<file path="config.mk">
export PLATFORM = sky130hd
export DESIGN_NAME = reduction_alu
export DESIGN_NICKNAME = d
export VERILOG_FILES = /design/src/rtl/rdu_pkg.sv /design/src/rtl/rdu_mul_stage.sv /design/src/rtl/rdu_combine.sv /design/src/rtl/rdu_flow_store.sv /design/src/rtl/reduction_alu.sv
export SDC_FILE = /design/constraint.sdc
export NUM_CORES = 2
export LEC_CHECK = 0
export ABC_AREA = 1
export BUFFER_PORTS_ARGS = -buffer_cell sky130_fd_sc_hd__buf_4
export CORE_AREA = 2 2 346 314
export CTS_CLUSTER_DIAMETER = 30
export DETAILED_ROUTE_END_ITERATION = 8
export DIE_AREA = 0 0 348 316
export PLACE_DENSITY = 0.73
export SKIP_LAST_GASP = 1
export SYNTH_ARGS = -nofsm -noshare
export SYNTH_HDL_FRONTEND = slang
export SYNTH_SLANG_ARGS = --single-unit
</file>
<file path="constraint.sdc">
create_clock -name clk -period 11.39 [get_ports clk]
set_input_delay 2.278 -clock clk [delete_from_list [all_inputs] [get_ports clk]]
set_output_delay 2.278 -clock clk [all_outputs]
set_load 0.01 [all_outputs]
</file>
<file path="src/rtl/rdu_pkg.sv">
// Shared opcode encoding for the reduction ALU.
package rdu_pkg;
    typedef enum logic [2:0] {
        RDU_SUM = 3'd0,
        RDU_XOR = 3'd1,
        RDU_AND = 3'd2,
        RDU_MIN = 3'd3,
        RDU_MAX = 3'd4,
        RDU_MAC = 3'd5,
        RDU_MOV = 3'd6,
        RDU_CST = 3'd7
    } rdu_op_e;
endpackage

</file>
<file path="src/rtl/rdu_mul_stage.sv">
// One stage of the issue-to-combine pipeline.
// It registers the operation fields and adds one CW-bit slice of the
// product a*b (slice IDX of operand b) to the running accumulator.
// Stages whose slice lies beyond DW only delay the fields.
// Assumes CW divides the multiply into slices that the stage count covers.
module rdu_mul_stage #(
    parameter int DW  = 32,
    parameter int FW  = 3,
    parameter int CW  = 8,
    parameter int IDX = 0
) (
    input  logic          clk,
    input  logic          rst_n,
    input  logic          i_vld,
    input  logic [2:0]    i_op,
    input  logic          i_first,
    input  logic [FW-1:0] i_flow,
    input  logic [DW-1:0] i_a,
    input  logic [DW-1:0] i_b,
    input  logic [DW-1:0] i_acc,
    output logic          o_vld,
    output logic [2:0]    o_op,
    output logic          o_first,
    output logic [FW-1:0] o_flow,
    output logic [DW-1:0] o_a,
    output logic [DW-1:0] o_b,
    output logic [DW-1:0] o_acc
);
    localparam int SH = IDX * CW;
    localparam logic [DW-1:0] CMASK = (DW'(1) << CW) - DW'(1);

    logic [DW-1:0] pp;

    generate
        if (SH < DW) begin : g_slice
            logic [DW-1:0] chunk;
            // select this stage's slice of b and form its shifted partial product
            always_comb begin
                chunk = (i_b >> SH) & CMASK;
                pp    = (i_a * chunk) << SH;
            end
        end else begin : g_pass
            // no slice left: accumulator passes through unchanged
            always_comb pp = '0;
        end
    endgenerate

    // register the operation fields and the updated accumulator
    always_ff @(posedge clk) begin
        if (!rst_n) begin
            o_vld   <= 1'b0;
            o_op    <= '0;
            o_first <= 1'b0;
            o_flow  <= '0;
            o_a     <= '0;
            o_b     <= '0;
            o_acc   <= '0;
        end else begin
            o_vld   <= i_vld;
            o_op    <= i_op;
            o_first <= i_first;
            o_flow  <= i_flow;
            o_a     <= i_a;
            o_b     <= i_b;
            o_acc   <= i_acc + pp;
        end
    end
endmodule

</file>
<file path="src/rtl/rdu_combine.sv">
// Combinational combine step: it picks the base (the identity or the stored
// partial) and applies the opcode. Move and constant assign bypass the base.
// Assumes two's complement data; min and max compare as signed values.
module rdu_combine #(
    parameter int DW = 32
) (
    input  logic [2:0]    i_op,
    input  logic          i_first,
    input  logic [DW-1:0] i_old,
    input  logic [DW-1:0] i_a,
    input  logic [DW-1:0] i_b,
    input  logic [DW-1:0] i_prod,
    output logic [DW-1:0] o_val
);
    import rdu_pkg::*;

    rdu_op_e       op;
    logic [DW-1:0] ident;
    logic [DW-1:0] base;

    // identity element of the operator selected by the opcode
    always_comb begin
        op = rdu_op_e'(i_op);
        unique case (op)
            RDU_AND: ident = '1;
            RDU_MIN: ident = {1'b0, {(DW-1){1'b1}}};
            RDU_MAX: ident = {1'b1, {(DW-1){1'b0}}};
            default: ident = '0;
        endcase
        base = i_first ? ident : i_old;
    end

    // apply the operator to the base and the operation's value
    always_comb begin
        unique case (op)
            RDU_SUM: o_val = base + i_a;
            RDU_XOR: o_val = base ^ i_a;
            RDU_AND: o_val = base & i_a;
            RDU_MIN: o_val = ($signed(i_a) < $signed(base)) ? i_a : base;
            RDU_MAX: o_val = ($signed(i_a) > $signed(base)) ? i_a : base;
            RDU_MAC: o_val = base + i_prod;
            RDU_MOV: o_val = i_a;
            RDU_CST: o_val = i_b;
            default: o_val = base;
        endcase
    end
endmodule

</file>
<file path="src/rtl/rdu_flow_store.sv">
// Final stage: it holds the per-flow partial results, combines the arriving
// operation with its flow's entry, writes the entry back and registers the
// tagged result. One read-modify-write per cycle, so consecutive operations
// on one flow chain without forwarding. Assumes FLOWS equals 2**FW.
module rdu_flow_store #(
    parameter int DW    = 32,
    parameter int FLOWS = 8,
    parameter int FW    = 3
) (
    input  logic          clk,
    input  logic          rst_n,
    input  logic          i_vld,
    input  logic [2:0]    i_op,
    input  logic          i_first,
    input  logic [FW-1:0] i_flow,
    input  logic [DW-1:0] i_a,
    input  logic [DW-1:0] i_b,
    input  logic [DW-1:0] i_prod,
    output logic          res_valid,
    output logic [FW-1:0] res_flow,
    output logic [2:0]    res_op,
    output logic [DW-1:0] res_value
);
    import rdu_pkg::*;

    logic [DW-1:0] part_q [FLOWS];
    logic [DW-1:0] cur;
    logic [DW-1:0] nval;

    // read the current partial of the arriving operation's flow
    always_comb cur = part_q[i_flow];

    rdu_combine #(.DW(DW)) u_comb (
        .i_op   (i_op),
        .i_first(i_first),
        .i_old  (cur),
        .i_a    (i_a),
        .i_b    (i_b),
        .i_prod (i_prod),
        .o_val  (nval)
    );

    // write back the new partial and register the tagged result
    always_ff @(posedge clk) begin
        if (!rst_n) begin
            for (int i = 0; i < FLOWS; i++) part_q[i] <= '0;
            res_valid <= 1'b0;
            res_flow  <= '0;
            res_op    <= '0;
            res_value <= '0;
        end else begin
            res_valid <= i_vld;
            if (i_vld) begin
                part_q[i_flow] <= nval;
                res_flow       <= i_flow;
                res_op         <= i_op;
                res_value      <= nval;
            end
        end
    end

    AST_STORE_WRITE: assert property (@(posedge clk) disable iff (!rst_n)
        i_vld |=> part_q[$past(i_flow)] == res_value);
    AST_MIN_BOUND: assert property (@(posedge clk) disable iff (!rst_n)
        (i_vld && i_op == RDU_MIN) |=> $signed(res_value) <= $signed($past(i_a)));
    AST_MAX_BOUND: assert property (@(posedge clk) disable iff (!rst_n)
        (i_vld && i_op == RDU_MAX) |=> $signed(res_value) >= $signed($past(i_a)));
    AST_AND_SUBSET: assert property (@(posedge clk) disable iff (!rst_n)
        (i_vld && i_op == RDU_AND) |=> (res_value & ~$past(i_a)) == '0);
endmodule

</file>
<file path="src/rtl/reduction_alu.sv">
// Top of the reduction ALU. LAT-1 generated stages carry every operation and
// build the multiply slice by slice. The flow store then combines and
// registers the result, so the latency is LAT edges for all opcodes.
// Assumes LAT-1 stages cover DW/CW product slices.
module reduction_alu #(
    parameter int DW    = 32,
    parameter int FLOWS = 8,
    parameter int LAT   = 9,
    parameter int CW    = 8
) (
    input  logic                     clk,
    input  logic                     rst_n,
    input  logic                     in_valid,
    input  logic [2:0]               in_op,
    input  logic                     in_first,
    input  logic [$clog2(FLOWS)-1:0] in_flow,
    input  logic [DW-1:0]            in_a,
    input  logic [DW-1:0]            in_b,
    output logic                     res_valid,
    output logic [$clog2(FLOWS)-1:0] res_flow,
    output logic [2:0]               res_op,
    output logic [DW-1:0]            res_value
);
    import rdu_pkg::*;

    localparam int FW  = $clog2(FLOWS);
    localparam int NST = LAT - 1;
    localparam int OW  = $clog2(LAT + 1) + 1;

    logic [NST:0]         st_vld;
    logic [NST:0]         st_first;
    logic [NST:0][2:0]    st_op;
    logic [NST:0][FW-1:0] st_flow;
    logic [NST:0][DW-1:0] st_a;
    logic [NST:0][DW-1:0] st_b;
    logic [NST:0][DW-1:0] st_acc;

    // feed the issue port into the head of the stage chain
    always_comb begin
        st_vld[0]   = in_valid;
        st_op[0]    = in_op;
        st_first[0] = in_first;
        st_flow[0]  = in_flow;
        st_a[0]     = in_a;
        st_b[0]     = in_b;
        st_acc[0]   = '0;
    end

    generate
        for (genvar g = 0; g < NST; g++) begin : g_stage
            rdu_mul_stage #(.DW(DW), .FW(FW), .CW(CW), .IDX(g)) u_stage (
                .clk    (clk),
                .rst_n  (rst_n),
                .i_vld  (st_vld[g]),
                .i_op   (st_op[g]),
                .i_first(st_first[g]),
                .i_flow (st_flow[g]),
                .i_a    (st_a[g]),
                .i_b    (st_b[g]),
                .i_acc  (st_acc[g]),
                .o_vld  (st_vld[g+1]),
                .o_op   (st_op[g+1]),
                .o_first(st_first[g+1]),
                .o_flow (st_flow[g+1]),
                .o_a    (st_a[g+1]),
                .o_b    (st_b[g+1]),
                .o_acc  (st_acc[g+1])
            );
        end
    endgenerate

    rdu_flow_store #(.DW(DW), .FLOWS(FLOWS), .FW(FW)) u_store (
        .clk      (clk),
        .rst_n    (rst_n),
        .i_vld    (st_vld[NST]),
        .i_op     (st_op[NST]),
        .i_first  (st_first[NST]),
        .i_flow   (st_flow[NST]),
        .i_a      (st_a[NST]),
        .i_b      (st_b[NST]),
        .i_prod   (st_acc[NST]),
        .res_valid(res_valid),
        .res_flow (res_flow),
        .res_op   (res_op),
        .res_value(res_value)
    );

    logic [OW-1:0] inflight_q;

    // count operations between issue and result, for the checks below
    always_ff @(posedge clk) begin
        if (!rst_n) inflight_q <= '0;
        else        inflight_q <= inflight_q + OW'(in_valid) - OW'(res_valid);
    end

    AST_INFLIGHT_BOUND: assert property (@(posedge clk) disable iff (!rst_n)
        inflight_q <= OW'(LAT));
    AST_RES_NEEDS_ISSUE: assert property (@(posedge clk) disable iff (!rst_n)
        res_valid |-> inflight_q != '0);
    AST_MUL_PRODUCT: assert property (@(posedge clk) disable iff (!rst_n)
        (st_vld[NST] && st_op[NST] == RDU_MAC) |-> st_acc[NST] == DW'(st_a[NST] * st_b[NST]));
endmodule

</file>
Yosys cells after proc, flatten, opt, wreduce, memory -nomap -nowiden
Memories as Yosys holds them, arrays and structs flattened. A register that Yosys moved wholly into a read port is not among the register bits.
Index checks and enable logic that the tools add are counted.
W data, S select, Z words.

word-level totals
  register bits after elaboration = 871
  bits in latches = 0
  memory bits (writable) = 256
  memory bits (read-only) = 0
  output and inout bits = 39
  memories = 1

cells by class
  $add $sub $neg = 5
  multiply operators = 4
  div/mod/pow operators = 0
  magnitude comparators = 2
  equality and inequality tests = 7
  shift-type cells = 0
  mux-type cells = 13
  bitwise gates (word level) = 2
  reduce and logical (&&, ||, !) cells = 2

memory list
  memory          depth  bits a word  rd ports  clocked after Yosys merged registers in  write ports  RTL line              text
  u_store.part_q  8      32           1         1                                        8            rdu_flow_store.sv:26  logic [DW-1:0] part_q [FLOWS];

operators by type and width
  cell                  count
  $pmux W32 S8          1
  $add A32 B32 Y32      5
  $mux W32              4
  $pmux W32 S3          1
  $and A32 B32 Y32      1
  $gt A32 B32 Y1        1
  $lt A32 B32 Y1        1
  $mul A32 B8 Y16       1
  $mul A32 B8 Y24       1
  $mul A32 B8 Y32       1
  $mul A32 B8 Y8        1
  $reduce_or A32 Y1     1
  $xor A32 B32 Y32      1
  $eq A3 B3 Y1 const B  4
  $eq A3 B2 Y1 const B  2
  $mux W3               2
  $mux W1               5
  $eq A3 B1 Y1 const B  1
  $logic_not A3 Y1      1

Longest topological paths before layout
  word-level depth = 7
  depth in mapped cells = 31
  gate-level depth less buffers = 29

By module
A second synthesis with hierarchy kept.

unflattened totals
  cell total of the unflattened synthesis = 8084
  area total of the unflattened synthesis = 62487.4 um^2

modules (own cells, without submodules)
  module                                   instances  cells each  area an instance (um^2)  sequential area each (um^2)
  rdu_flow_store                           1          1443        12943.7                  8468.1
  rdu_mul_stage at g_stage[4].u_stage ...  4          324         2997.9                   2082.0
  rdu_mul_stage at g_stage[0].u_stage      1          1540        11162.0                  2082.0
  rdu_mul_stage at g_stage[1].u_stage      1          1280        9287.7                   2082.0
  rdu_mul_stage at g_stage[2].u_stage      1          870         6591.3                   2082.0
  rdu_combine                              1          1113        6217.2                   0.0
  rdu_mul_stage at g_stage[3].u_stage      1          541         4290.4                   2082.0
  reduction_alu                            1          1           3.8                      0.0

Worst setup path after synthesis
Ideal clock, no wire load.

  path type = in2reg
  start point = input in_b[3]
  end point = register g_stage[0].u_stage.o_acc[22]
  library setup time = 0.121 ns
  arrival = 6.574 ns
  setup slack = 4.695 ns
  cell stages on the path = 20
  buffers on the path = 2
  cells stage by stage = clkbuf_1 buf_1 nand2_1 fa_1 fa_1 inv_1 fa_1 inv_1 fa_1 inv_1 ha_1 nand2_1 inv_1 a21oi_1 o21ai_0 a21boi_0 o21bai_1 a21o_1 o21ai_0 a21oi_1

on the way
  word-level cells in the longest chain between the ends = 1

ends and longest elaborated chain
  element               RTL line             text
  from (decl)           reduction_alu.sv:18  input logic [DW-1:0] in_b,
  $mul A32 B8 Y32       rdu_mul_stage.sv:40  pp = (i_a * chunk) << SH;
  to (signal assigned)  rdu_mul_stage.sv:65  o_acc <= i_acc + pp;
  to (decl)             rdu_mul_stage.sv:27  output logic [DW-1:0] o_acc

No other way between the ends.
A chain may end at the register's enable or synchronous reset.

Worst setup path after layout
  start point = register g_stage[0].u_stage.o_b[10]
  end point = register g_stage[1].u_stage.o_acc[31]

on the way
  word-level cells in the longest chain between the ends = 2

ends and longest elaborated chain
  element                 RTL line             text
  from (decl)             rdu_mul_stage.sv:26  output logic [DW-1:0] o_b,
  from (signal assigned)  rdu_mul_stage.sv:64  o_b <= i_b;
  $mul A32 B8 Y24         rdu_mul_stage.sv:40
  $add A32 B32 Y32        rdu_mul_stage.sv:65
  to (signal assigned)    rdu_mul_stage.sv:65
  to (decl)               rdu_mul_stage.sv:27

No other way between the ends.

==> results <==
- The flow ran to the end, and the final reports show no timing, DRC or antenna violations.
- Averaged over all synthesized cells, the footprint is 8.00 sq um.
- Of all flip-flops after synthesis, the portion carrying an async set or reset was 0.
- Headroom to the max-slew limit came out at 0.234.
- The number of library cell types mapped by synthesis is 64.
- The post-detailed-route count of antenna-violating nets is 0.
- After floorplanning, the core was sized to cover 107000 sq um.
- The count of warnings emitted by yosys is 0.
- The post-synthesis xor/xnor area fraction is 0.0150.
- The initial cell density of the core is 0.565.
- Counting every net in the synthesized netlist gives 8188.
- The number of design-rule violations left by the first detailed-router iteration is 4290.
- Once the clock tree was built, the resizer swapped 0 gates to a different size.
- The number of pins exceeding their max-slew limit in the final report is 0.
- The count of buffers added by post-CTS timing repair for setup is 0.
- STA puts the critical path data required time at 12050 ps.
- The busiest layer in global routing is met2.
- From synthesis to final layout, the design area changed by 13.0%.
- The synthesis-stage register bit count is 1127.
- The DRC violation count after routing is 0.
- The transition time at the pin with the least slew margin is 1140 ps.
- The global-route track usage on met1 is 0.378.
- In this run, post-CTS hold repair placed 0 buffers.
- The time the worst path needs with I/O delays and setup is 6840 ps.
- In this run the cell area of the synthesized design comes to 60200 sq um.
- The worst setup path is captured at a flip-flop.
- The final-layout fill cell count is 8898.
- Hold is met by 392 ps.
- The clock passes through at most 3 buffers.
- The buffers plus inverters on the worst setup path is 3.
- The clock net in this run drives a total of 1127 sinks.
- The global-route wire length before repair is 246000 um.
- The synthesized design contains 256 enable-type register cells.
- The cell seen most often among critical-path stages is nand2_1.
- During I/O placement, the number of pins put on the boundary was 113.
- In this run, placement finished with an instance count of 8731.
- The number of placement rows is 114.
- Setup repair after global routing left no endpoint under its margin.
- The number of antenna diodes in the final layout is 0.
- At the end of routability-driven placement, the weighted congestion stood at 1.00.
- The number of H-tree levels is 4.
- The number of global-route vias before repair is 46000.
- The share of the Yosys chip area taken by registers is 0.417.
- The number of endpoints with negative hold slack in the final report is 0.
- The final setup violation count is 0.
- The overall die width is 348 um.
- The clock reaches the later pin of the worst-skew pair after 790 ps.
- Power spread over the standard cell area amounts to 179 nW/um^2.
- The type of the worst setup path is flip-flop to flip-flop.
- The sort of element at the start of the critical path is a flip-flop.
- The final cell utilization of the core is 0.638.
- Across the routed clock network, the largest skew measured is 28.3 ps.
- The cell family contributing the most delay on the critical path is adder cells.
- The global routing met2 resource utilization is 0.455.
- Timing would allow up to 0.146 GHz.
- The max-capacitance violation count is 0.
- The post-synthesis share of cell area spent on and, or, nand and nor gates is 0.199.
- Across the VDD grid, the largest voltage drop is 0.167 mV.
- For this run, the leading register cell type out of synthesis is dfxtp_1.
- STA puts the critical path data arrival time at 7490 ps.
- The delay of the slowest cell on the worst path is 1040 ps.
- The number of clock buffers added by TritonCTS is 182.
- The finished layout holds 9076 standard cells, fillers aside.
- The class of the worst hold path is flip-flop to flip-flop.
- The count of buffers added on input and output ports is 112.
- The period utilization is 0.600.
- From bottom edge to top edge, the die measures 316 um.
- The initial antenna violation count came to 3.
- The most common cell after layout, fill and taps aside is nand2_1.
- The largest fanout on the critical path is 23.
- The pin count of the biggest net entering global routing is 257.
- The wire-length estimate of the detail-placed layout is 108000 um.
- The post-synthesis share of cell area spent on full adders, half adders and majority gates is 0.166.
- The main combinational cell family by area after synthesis is simple AND/OR/NAND/NOR gates.
- The library cells used most frequently in the layout, excluding fill and tap cells, are nand2_1, inv_1, dfxtp_1.
- The overall via count from detail_route is 46300.
- The reported leakage power is 38.7 nW.
- Clock-pin slew was measured on the worst setup and hold paths at 50 ps.
- Synthesis produced 7521 cells.
- The area enclosed by the die boundary is 110000 sq um.
- The net count reported at finish is 8190.
- The layout cell share with drive strength beyond 1 is 0.0865.
- The slack of the worst reg-to-reg path is 4550 ps.
- The proportion of synthesized area in mux cells is 0.
- On the critical path, the stage with the largest delay is an instance of dfxtp_1.
- The total overflow left after global routing is 0.
- The number of iterations in the first detailed-routing pass is 7.
- For this run, the total global-route usage over all layers was measured as 0.285.
- The clock tree root buffer cell is clkbuf_16.
- The clock tree from TritonCTS is built.
- The detail-routed via count per cell is 5.10.
- The average wire length per cell after detail routing is 17.1 um.
- The met3 usage in global routing is 0.0548.
- The setup TNS is 0 ps.
- The compound-gate portion of the synthesized area is 0.0651.
- The routed design has 155000 um of wire.
==> per-stage QoR <==
step	instance area (sq um)	setup slack, ps	total power, mW
after floorplan	60200	4700	6.13
after detailed placement	61700	4350	6.73
after global placement	61700	4320	6.70
after CTS	68000	4630	12.3
final	68000	4550	12.2
after global routing	68000	3900	12.8
==> power breakdown <==
| part | internal, mW | switching (mW) | leakage [nW] |
|---|---|---|---|
| Sequential | 4.30 | 0.115 | 9.73 |
| Combinational | 0.818 | 1.46 | 25.9 |
| Clock | 3.41 | 2.10 | 3.05 |
==> flip-flops by register name (all words and copies together) (netlist names) <==
name / count
g_stage.u_stage.o_op: 24
g_stage.u_stage.o_a: 256
u_store.res_valid: 1
g_stage.u_stage.o_flow: 24
g_stage.u_stage.o_acc: 256
g_stage.u_stage.o_b: 256
g_stage.u_stage.o_first: 8
u_store.res_flow: 3
g_stage.u_stage.o_vld: 8
u_store.part_q: 256
u_store.res_value: 32
u_store.res_op: 3
==> final timing paths <==
path                                   to  depth (start not counted)                       start
max          g_stage[1].u_stage.o_acc[31]                         27  g_stage[0].u_stage.o_b[10]
min            g_stage[5].u_stage.o_b[31]                          2  g_stage[4].u_stage.o_b[31]
max reg2reg  g_stage[1].u_stage.o_acc[31]                         27  g_stage[0].u_stage.o_b[10]
min reg2reg    g_stage[5].u_stage.o_b[31]                          2  g_stage[4].u_stage.o_b[31]
==> worst register-to-register path: stages, from the launching register on <==
cell	delay, ps
dfxtp_1	1040
nand2_1	200
fa_1	560
fa_1	540
inv_1	50
fa_1	480
inv_1	50
fa_1	470
inv_1	40
ha_1	330
nand2_1	120
o21ai_0	240
nand2_1	90
o211ai_1	80
a21oi_1	90
o21ai_0	410
nand3_1	130
nand2_1	130
xor2_1	170
ha_1	310
a21oi_1	170
o21ai_0	100
a21oi_1	130
o211ai_1	220
a221oi_1	370
nand2_1	80
nand2_1	70
nor2_1	50
==> cell usage after synthesis (22+ instances only) <==
cell type,instances,area share
nand2_1,2126,0.13
inv_1,1806,0.11
dfxtp_1,871,0.29
nor2_1,373,0.023
fa_1,340,0.11
a21oi_1,300,0.025
edfxtp_1,256,0.13
ha_1,253,0.053
clkbuf_1,249,0.016
o21ai_0,165,0.014
nand3_1,150,0.012
nand4_1,86,0.0089
xor2_1,55,0.0080
a21oi_2,49,0.0071
xnor2_1,48,0.0070
buf_2,38,0.0032
nor2_2,28,0.0029
o21a_1,23,0.0029
nand3_4,22,0.0064
nor2_4,22,0.0041
==> logic make-up (layout without fill, tap and decap cells) <==
| kind of cell | count (synthesis) | in the layout |
|---|---|---|
| AND/OR/NAND/NOR | 2882 | 2882 |
| buffers and inverters | 2151 | 2314 |
| flip-flops | 1127 | 1127 |
| AO/OA/AOI/OAI | 665 | 665 |
| adder cells (fa/ha/maj) | 593 | 593 |
| XOR/XNOR | 103 | 103 |
==> layer usage <==
| metal | part of all wire | routed length [um] |
|---|---|---|
| met1 | 0.42 | 65000 |
| met5 | 0 | 0 |
| met2 | 0.45 | 69600 |
| met4 | 0.044 | 6790 |
| met3 | 0.087 | 13500 |
==> cell type report <==
cell class,count,area (sq um),share of cell area
well taps,1392,1740,0.0256
multi-input cells,4243,26900,0.395
clock buffers,209,4840,0.0712
flip-flops and latches,1127,25100,0.369
repair buffers,146,1130,0.0166
inverters,1823,6850,0.101
clock inverters,136,1480,0.0217
(Power assumes the default switching activity.)
